### src/rtl/jtag_tap_pkg.sv
// Package: shared types for the test access port.
// Holds the controller state encoding, the opcode values, the decoded
// instruction record and the next-state function used by the controller.
package jtag_tap_pkg;

    localparam int IR_W = 8;

    typedef enum logic [3:0] {
        ST_TLR, ST_RTI, ST_SEL_DR, ST_CAP_DR, ST_SH_DR, ST_EX1_DR, ST_PA_DR, ST_EX2_DR,
        ST_UPD_DR, ST_SEL_IR, ST_CAP_IR, ST_SH_IR, ST_EX1_IR, ST_PA_IR, ST_EX2_IR, ST_UPD_IR
    } tap_state_e;

    localparam logic [IR_W-1:0] OP_EXTEST = 8'h00;
    localparam logic [IR_W-1:0] OP_SAMPLE = 8'h01;
    localparam logic [IR_W-1:0] OP_CLAMP  = 8'hFA;
    localparam logic [IR_W-1:0] OP_HIGHZ  = 8'hFC;
    localparam logic [IR_W-1:0] OP_USER   = 8'hFD;
    localparam logic [IR_W-1:0] OP_IDENT  = 8'hFE;
    localparam logic [IR_W-1:0] OP_CONFIG = 8'hEE;
    localparam logic [IR_W-1:0] OP_BYPASS = 8'hFF;

    typedef enum logic [1:0] {SRC_PASS, SRC_WORD, SRC_CHAIN} dr_src_e;

    typedef struct packed {
        dr_src_e src;
        logic    word_is_user;
        logic    chain_drive;
        logic    clamp;
        logic    highz;
    } tap_decode_t;

    // Controller successor state for a given TMS value.
    function automatic tap_state_e tap_next(input tap_state_e s, input logic tms);
        tap_state_e n;
        case (s)
            ST_TLR:    n = tms ? ST_TLR    : ST_RTI;
            ST_RTI:    n = tms ? ST_SEL_DR : ST_RTI;
            ST_SEL_DR: n = tms ? ST_SEL_IR : ST_CAP_DR;
            ST_CAP_DR: n = tms ? ST_EX1_DR : ST_SH_DR;
            ST_SH_DR:  n = tms ? ST_EX1_DR : ST_SH_DR;
            ST_EX1_DR: n = tms ? ST_UPD_DR : ST_PA_DR;
            ST_PA_DR:  n = tms ? ST_EX2_DR : ST_PA_DR;
            ST_EX2_DR: n = tms ? ST_UPD_DR : ST_SH_DR;
            ST_UPD_DR: n = tms ? ST_SEL_DR : ST_RTI;
            ST_SEL_IR: n = tms ? ST_TLR    : ST_CAP_IR;
            ST_CAP_IR: n = tms ? ST_EX1_IR : ST_SH_IR;
            ST_SH_IR:  n = tms ? ST_EX1_IR : ST_SH_IR;
            ST_EX1_IR: n = tms ? ST_UPD_IR : ST_PA_IR;
            ST_PA_IR:  n = tms ? ST_EX2_IR : ST_PA_IR;
            ST_EX2_IR: n = tms ? ST_UPD_IR : ST_SH_IR;
            ST_UPD_IR: n = tms ? ST_SEL_DR : ST_RTI;
            default:   n = ST_TLR;
        endcase
        return n;
    endfunction

endpackage

### src/rtl/jtag_tap_fsm.sv
// Module: sixteen-state test port controller.
// Assumes trst_n is synchronous to tck. Exposes the present state and the
// state that the next rising edge will load.
module jtag_tap_fsm
    import jtag_tap_pkg::*;
(
    input  logic       tck,
    input  logic       trst_n,
    input  logic       tms,
    output tap_state_e state,
    output tap_state_e state_nxt
);

    // Successor state for the current TMS value.
    always_comb state_nxt = tap_next(state, tms);

    // State register with synchronous reset.
    always_ff @(posedge tck) begin
        if (!trst_n) state <= ST_TLR;
        else         state <= state_nxt;
    end

endmodule

### src/rtl/jtag_tap_ir.sv
// Module: instruction shifter, current instruction, decode and the
// configuration request pulse. Assumes the controller state is registered
// on the same tck edge. Undefined opcodes decode as pass-through.
module jtag_tap_ir
    import jtag_tap_pkg::*;
#(
    parameter bit HAS_ID = 1'b1
) (
    input  logic            tck,
    input  logic            trst_n,
    input  tap_state_e      state,
    input  tap_state_e      state_nxt,
    input  logic            tdi,
    input  logic            sec_flag,
    input  logic            isc_flag,
    output logic [IR_W-1:0] ir_sh,
    output logic [IR_W-1:0] instr,
    output tap_decode_t     dec,
    output logic            cfg_n
);

    localparam logic [IR_W-1:0] RESET_OP = HAS_ID ? OP_IDENT : OP_BYPASS;

    logic [IR_W-1:0] cap_val;
    logic            armed, armed_pre, fire;

    // Status pattern loaded during Capture-IR.
    always_comb cap_val = {3'b000, isc_flag, sec_flag, 1'b0, 2'b01};

    // Instruction shifter: capture status, then shift towards TDO.
    always_ff @(posedge tck) begin
        if (!trst_n)                ir_sh <= '0;
        else if (state == ST_CAP_IR) ir_sh <= cap_val;
        else if (state == ST_SH_IR)  ir_sh <= {tdi, ir_sh[IR_W-1:1]};
    end

    // Current instruction: reset value in Test-Logic-Reset, new value on Update-IR.
    always_ff @(posedge tck) begin
        if (!trst_n || state == ST_TLR) instr <= RESET_OP;
        else if (state == ST_UPD_IR)    instr <= ir_sh;
    end

    // Request pulse fires on the first entry to Run-Test/Idle after a config load.
    always_comb begin
        armed_pre = (state == ST_UPD_IR) ? (ir_sh == OP_CONFIG) : armed;
        fire      = armed_pre && (state_nxt == ST_RTI) && (state != ST_RTI);
    end

    // Pulse arming flag and registered active-low request.
    always_ff @(posedge tck) begin
        if (!trst_n || state == ST_TLR) begin
            armed <= 1'b0;
            cfg_n <= 1'b1;
        end else begin
            armed <= armed_pre && !fire;
            cfg_n <= !fire;
        end
    end

    // Opcode decode; anything not listed selects pass-through.
    always_comb begin
        dec = '{src: SRC_PASS, word_is_user: 1'b0, chain_drive: 1'b0, clamp: 1'b0, highz: 1'b0};
        case (instr)
            OP_EXTEST: begin dec.src = SRC_CHAIN; dec.chain_drive = 1'b1; end
            OP_SAMPLE: dec.src = SRC_CHAIN;
            OP_CLAMP:  begin dec.clamp = 1'b1; dec.chain_drive = 1'b1; end
            OP_HIGHZ:  dec.highz = 1'b1;
            OP_IDENT:  if (HAS_ID) dec.src = SRC_WORD;
            OP_USER:   begin dec.src = SRC_WORD; dec.word_is_user = 1'b1; end
            default:   ;
        endcase
    end

endmodule

### src/rtl/jtag_tap_dr.sv
// Module: data registers and TDO retiming. Holds the one-bit pass-through
// stage and the shared identifier/user word, muxes the serial source and
// re-times TDO and its enable onto the falling tck edge.
module jtag_tap_dr
    import jtag_tap_pkg::*;
#(
    parameter int          WORD_W     = 32,
    parameter logic [31:0] ID_VALUE   = 32'h1A5C_3D15,
    parameter logic [31:0] USER_VALUE = 32'h5EED_C0DE
) (
    input  logic        tck,
    input  logic        trst_n,
    input  tap_state_e  state,
    input  tap_decode_t dec,
    input  logic        tdi,
    input  logic        ir_lsb,
    input  logic        chain_tdo,
    output logic        tdo,
    output logic        tdo_oe,
    output logic        chain_capture,
    output logic        chain_shift,
    output logic        chain_update
);

    localparam logic [WORD_W-1:0] ID_W_VAL   = WORD_W'(ID_VALUE);
    localparam logic [WORD_W-1:0] USER_W_VAL = WORD_W'(USER_VALUE);

    logic              pass_q;
    logic [WORD_W-1:0] word_q;
    logic              ser_bit;
    logic              chain_sel;

    always_comb chain_sel = (dec.src == SRC_CHAIN);

    // Strobes for the external cell chain.
    always_comb begin
        chain_capture = chain_sel && (state == ST_CAP_DR);
        chain_shift   = chain_sel && (state == ST_SH_DR);
        chain_update  = chain_sel && (state == ST_UPD_DR);
    end

    // Pass-through stage: captures 0, shifts TDI.
    always_ff @(posedge tck) begin
        if (!trst_n)                 pass_q <= 1'b0;
        else if (state == ST_CAP_DR) pass_q <= 1'b0;
        else if (state == ST_SH_DR)  pass_q <= tdi;
    end

    // Identifier/user word: load on capture when selected, shift towards TDO.
    always_ff @(posedge tck) begin
        if (!trst_n) word_q <= '0;
        else if (dec.src == SRC_WORD && state == ST_CAP_DR)
            word_q <= dec.word_is_user ? USER_W_VAL : ID_W_VAL;
        else if (dec.src == SRC_WORD && state == ST_SH_DR)
            word_q <= {tdi, word_q[WORD_W-1:1]};
    end

    // Serial source for the current scan.
    always_comb begin
        if (state == ST_SH_IR) ser_bit = ir_lsb;
        else begin
            case (dec.src)
                SRC_WORD:  ser_bit = word_q[0];
                SRC_CHAIN: ser_bit = chain_tdo;
                default:   ser_bit = pass_q;
            endcase
        end
    end

    // Falling-edge retiming of TDO and its enable.
    always_ff @(negedge tck) begin
        if (!trst_n) begin
            tdo    <= 1'b0;
            tdo_oe <= 1'b0;
        end else begin
            tdo    <= ser_bit;
            tdo_oe <= (state == ST_SH_DR) || (state == ST_SH_IR);
        end
    end

endmodule

### src/rtl/jtag_tap_port.sv
// Module: top of the test access port. Wires the controller, the
// instruction path and the data path, and brings the mode flags out.
// Assumes all inputs are synchronous to tck.
module jtag_tap_port
    import jtag_tap_pkg::*;
#(
    parameter bit          HAS_ID     = 1'b1,
    parameter int          WORD_W     = 32,
    parameter logic [31:0] ID_VALUE   = 32'h1A5C_3D15,
    parameter logic [31:0] USER_VALUE = 32'h5EED_C0DE
) (
    input  logic tck,
    input  logic trst_n,
    input  logic tms,
    input  logic tdi,
    input  logic sec_flag,
    input  logic isc_flag,
    input  logic chain_tdo,
    output logic tdo,
    output logic tdo_oe,
    output logic cfg_n,
    output logic clamp_en,
    output logic highz_en,
    output logic drive_from_latch,
    output logic chain_capture,
    output logic chain_shift,
    output logic chain_update
);

    tap_state_e      state_q, state_nxt;
    logic [IR_W-1:0] ir_sh_q, instr_q;
    tap_decode_t     dec;

    jtag_tap_fsm fsm_i (
        .tck(tck), .trst_n(trst_n), .tms(tms), .state(state_q), .state_nxt(state_nxt)
    );

    jtag_tap_ir #(.HAS_ID(HAS_ID)) ir_i (
        .tck(tck), .trst_n(trst_n), .state(state_q), .state_nxt(state_nxt), .tdi(tdi),
        .sec_flag(sec_flag), .isc_flag(isc_flag), .ir_sh(ir_sh_q), .instr(instr_q),
        .dec(dec), .cfg_n(cfg_n)
    );

    jtag_tap_dr #(.WORD_W(WORD_W), .ID_VALUE(ID_VALUE), .USER_VALUE(USER_VALUE)) dr_i (
        .tck(tck), .trst_n(trst_n), .state(state_q), .dec(dec), .tdi(tdi),
        .ir_lsb(ir_sh_q[0]), .chain_tdo(chain_tdo), .tdo(tdo), .tdo_oe(tdo_oe),
        .chain_capture(chain_capture), .chain_shift(chain_shift), .chain_update(chain_update)
    );

    // Mode flags straight from the decode.
    always_comb begin
        clamp_en         = dec.clamp;
        highz_en         = dec.highz;
        drive_from_latch = dec.chain_drive;
    end

endmodule

### config.mk
export PLATFORM = sky130hd
export DESIGN_NAME = jtag_tap_port
export DESIGN_NICKNAME = d
export VERILOG_FILES = /design/src/rtl/jtag_tap_pkg.sv /design/src/rtl/jtag_tap_fsm.sv /design/src/rtl/jtag_tap_ir.sv /design/src/rtl/jtag_tap_dr.sv /design/src/rtl/jtag_tap_port.sv
export SDC_FILE = /design/constraint.sdc
export NUM_CORES = 1
export LEC_CHECK = 0
export BUFFER_PORTS_ARGS = -buffer_cell sky130_fd_sc_hd__buf_4
export CAP_MARGIN = 20
export CORE_MARGIN = 2
export CORE_UTILIZATION = 35
export CTS_CLUSTER_SIZE = 40
export DETAILED_ROUTE_END_ITERATION = 7
export GPL_ROUTABILITY_DRIVEN = 0
export GPL_TIMING_DRIVEN = 0
export PLACE_DENSITY = 0.59
export SLEW_MARGIN = 20
export SYNTH_ARGS = -nofsm -noshare
export SYNTH_HDL_FRONTEND = slang
export SYNTH_SLANG_ARGS = --single-unit
export TNS_END_PERCENT = 5
### constraint.sdc
create_clock -name tck -period 4.2 [get_ports tck]
set_input_delay 0.84 -clock tck [delete_from_list [all_inputs] [get_ports tck]]
set_output_delay 0.84 -clock tck [all_outputs]
set_load 0.01 [all_outputs]
==> qor.csv <==
stage,metric,value,unit
synth,"FFs w/ async S/R, synth",0,%
floorplanning,FP Rows,31,
global_routing,vias in the first global route,2022,
route,DRT iter0 DRCs,76,
route,DR vias/cell,4.93,
setup_path,CP arrival,2.04,ns
sta,Final WS setup,0.320,ns
power_and_ir_drop,maximum vdd drop,157,µV
setup_path,Crit Path Max Fanout,4,
global_routing,antenna violations before repair,0,
global_routing,total track usage,14.9,%
synth,Mapped Area,2590,µm²
setup_path,CP startpoint kind,flop,
worst_hold_path,HP Class,reg2reg,
sta,Rel. slew slack,64.0,%
floorplanning,Die Area,8120,µm²
power_and_ir_drop,leak pwr,1.29,nW
final_layout,Layout Cells excl Fill,423,
synth,Post-Syn Instances,292,
synth,top-area cell type share of the netlist area,44.0,%
global_routing,grt ovf,0,
final_layout,ratio of cells with drive above 1 in the final layout,14.8,%
synth,Synth warnings,0,
clocking,"Hold-fix buffers, CTS",0,
sta,setup TNS,0,ns
synth,Yosys reg bits,57,
clocking,CTS resizes,0,
route,drt pass-1 iters,4,
synth,dominant synthesized flop cell,dfxtp_1,
clocking,CTS tree,done,
final_layout,# diodes,0,
clocking,root buf cell,clkbuf_8,
global_routing,largest net degree at the start of global routing,12,
clocking,"Reg clk slew, reported paths",0.07,ns
clocking,# H-tree levels,3,
placement,placed cells,406,
floorplanning,core area,7210,µm²
clocking,Setup Buffers After CTS,0,
sta,Final Hold Fails,0,
clocking,Clock Latency Late Sink,0.37,ns
synth,synth unique cells,45,
final_layout,nets,328,
placement,port buffer count,15,
setup_path,WS Path Type,reg2reg,
synth,Synth area leaders,"dfxtp_1, o2bb2ai_1, nand2_1",
final_layout,Final Util,42.0,%
route,Post-Route WL,5670,µm
clocking,CTS Buf Count,9,
placement,HPWL Detailed,3860,µm
synth,"Seq/Total Area, Yosys",44.0,%
global_routing,global-route wire length before repair,9740,µm
synth,number of synthesized flops with an enable pin,0,
synth,most numerous cell in the Yosys netlist,dfxtp_1,
clocking,CTS Buffer Depth,2,
power_and_ir_drop,Final Total Pwr,1.14,mW
route,routed via count,2086,
sta,Worst Tran Pin Value,0.541,ns
power_and_ir_drop,total power divided by cell area,376,nW/µm²
sta,skew final,0.0461,ns
floorplanning,Starting Density,36.0,%
final_layout,final instance area,3030,µm²
sta,"Setup violations, final",0,
synth,Synth Area per Inst,8.88,µm²
route,drt wl/cell,13.4,µm
setup_path,CP required,2.36,ns
run_status,status,finished clean,
placement,pre-CTS setup slack,0.0575,ns
synth,"area leader, netlist",dfxtp_1,
final_layout,area grow syn2layout,16.9,%
placement,DP Area,2830,µm²
route,Final ANT Viol Nets,0,
job,Max-cap violations,0,
sta,"Slew Viols, Final",0,
sta,hold slack,0.460,ns
synth,synthesized net count,301,
clocking,Sink Count,57,
setup_path,Setup crit end kind,flop,
synth,synth cell count leaders,"dfxtp_1, nand2_1, nor2_1",
route,drt drc,0,
sta,RSZ-0062 raised after global routing,false,
floorplanning,die width,90.1,µm
floorplanning,IO Pins,16,
floorplanning,die height,90.1,µm
## layout make-up
type,instances,area [µm²]
multi-input cells,205,1310
inverters,7,26.3
well taps,99,124
repair buffers,15,113
flip-flops and latches,57,1140
plain buffers,22,118
clock buffers,11,163
clock inverters,7,43.8
fillers,759,4180
## worst paths after layout
path,start,to,slack (ns),depth (start not counted)
max,ir_i.instr[7]$_SDFFE_PP1N_,dr_i.tdo$_SDFF_NN0_,0.32,8
min reg2reg,dr_i.word_q[30]$_SDFFE_PN0P_,dr_i.word_q[30]$_SDFFE_PN0P_,0.46,1
max reg2reg,ir_i.instr[7]$_SDFFE_PP1N_,dr_i.tdo$_SDFF_NN0_,0.32,8
min,dr_i.word_q[30]$_SDFFE_PN0P_,dr_i.word_q[30]$_SDFFE_PN0P_,0.46,1
## metal layers
metal	global-route usage (%)	part of all wire (%)	up-vias
met4	5.77	0.72	0
met2	22.4	43	37
met5	0	0	-
li1	-	-	1084
met1	20.2	53	963
met3	4.02	3.4	2
## placed cells by master (no fill, tap or decap), types with 2 or more instances in the layout
master / instances
nand3_1: 17
buf_2: 10
mux2i_1: 10
o31ai_1: 2
nand2_1: 37
o2bb2ai_1: 19
clkbuf_8: 10
nand2b_1: 3
clkbuf_1: 8
nand4b_1: 2
o22ai_1: 2
buf_4: 15
nor4_1: 2
nor2_1: 31
nor3b_1: 2
dfxtp_1: 57
nor2b_1: 17
clkinv_2: 2
nand4_1: 2
inv_1: 8
or3_1: 2
nor3_1: 2
nand3b_1: 2
o21a_1: 2
clkinv_4: 3
o211ai_1: 2
a211oi_1: 2
and2_1: 3
o211a_1: 12
a21oi_1: 7
ha_1: 2
o21ai_0: 4
buf_6: 3
a21boi_0: 6
## kinds of logic (layout without fill, tap and decap cells)
| kind of cell | Yosys count | count (layout) | synth area share [%] |
|---|---|---|---|
| buffers and inverters | 30 | 62 | 5.69 |
| flip-flops | 57 | 57 | 44.0 |
| AO/OA/AOI/OAI | 64 | 64 | 20.5 |
| XOR/XNOR | 1 | 1 | 0.338 |
| AND/OR/NAND/NOR | 128 | 128 | 24.6 |
| adder cells (fa/ha/maj) | 2 | 2 | 0.965 |
| multiplexers | 10 | 10 | 3.86 |
## worst max-delay path: stages (launching register included)
cell and delay (ns):
dfxtp_1 0.36, nand4_1 0.17, nor2_1 0.16, nand3_1 0.12, ha_1 0.28, a221oi_1 0.35
nor3_1 0.08, a21oi_1 0.14, nor2b_1 0.07
## power by group
| group | internal, mW | switching [mW] | total, mW |
|---|---|---|---|
| clock | 0.269 | 0.234 | 0.504 |
| sequential | 0.548 | 0.00418 | 0.552 |
| combinational | 0.0341 | 0.0504 | 0.0845 |
## state kept, by name, indices dropped and copies added, names as in the netlist
name,flops
ir_i.ir_sh,8
dr_i.word_q,32
fsm_i.state,4
ir_i.cfg_n,1
ir_i.instr,8
ir_i.armed,1
dr_i.pass_q,1
dr_i.tdo_oe,1
dr_i.tdo,1
No activity file was read; power rests on OpenSTA's default activity.
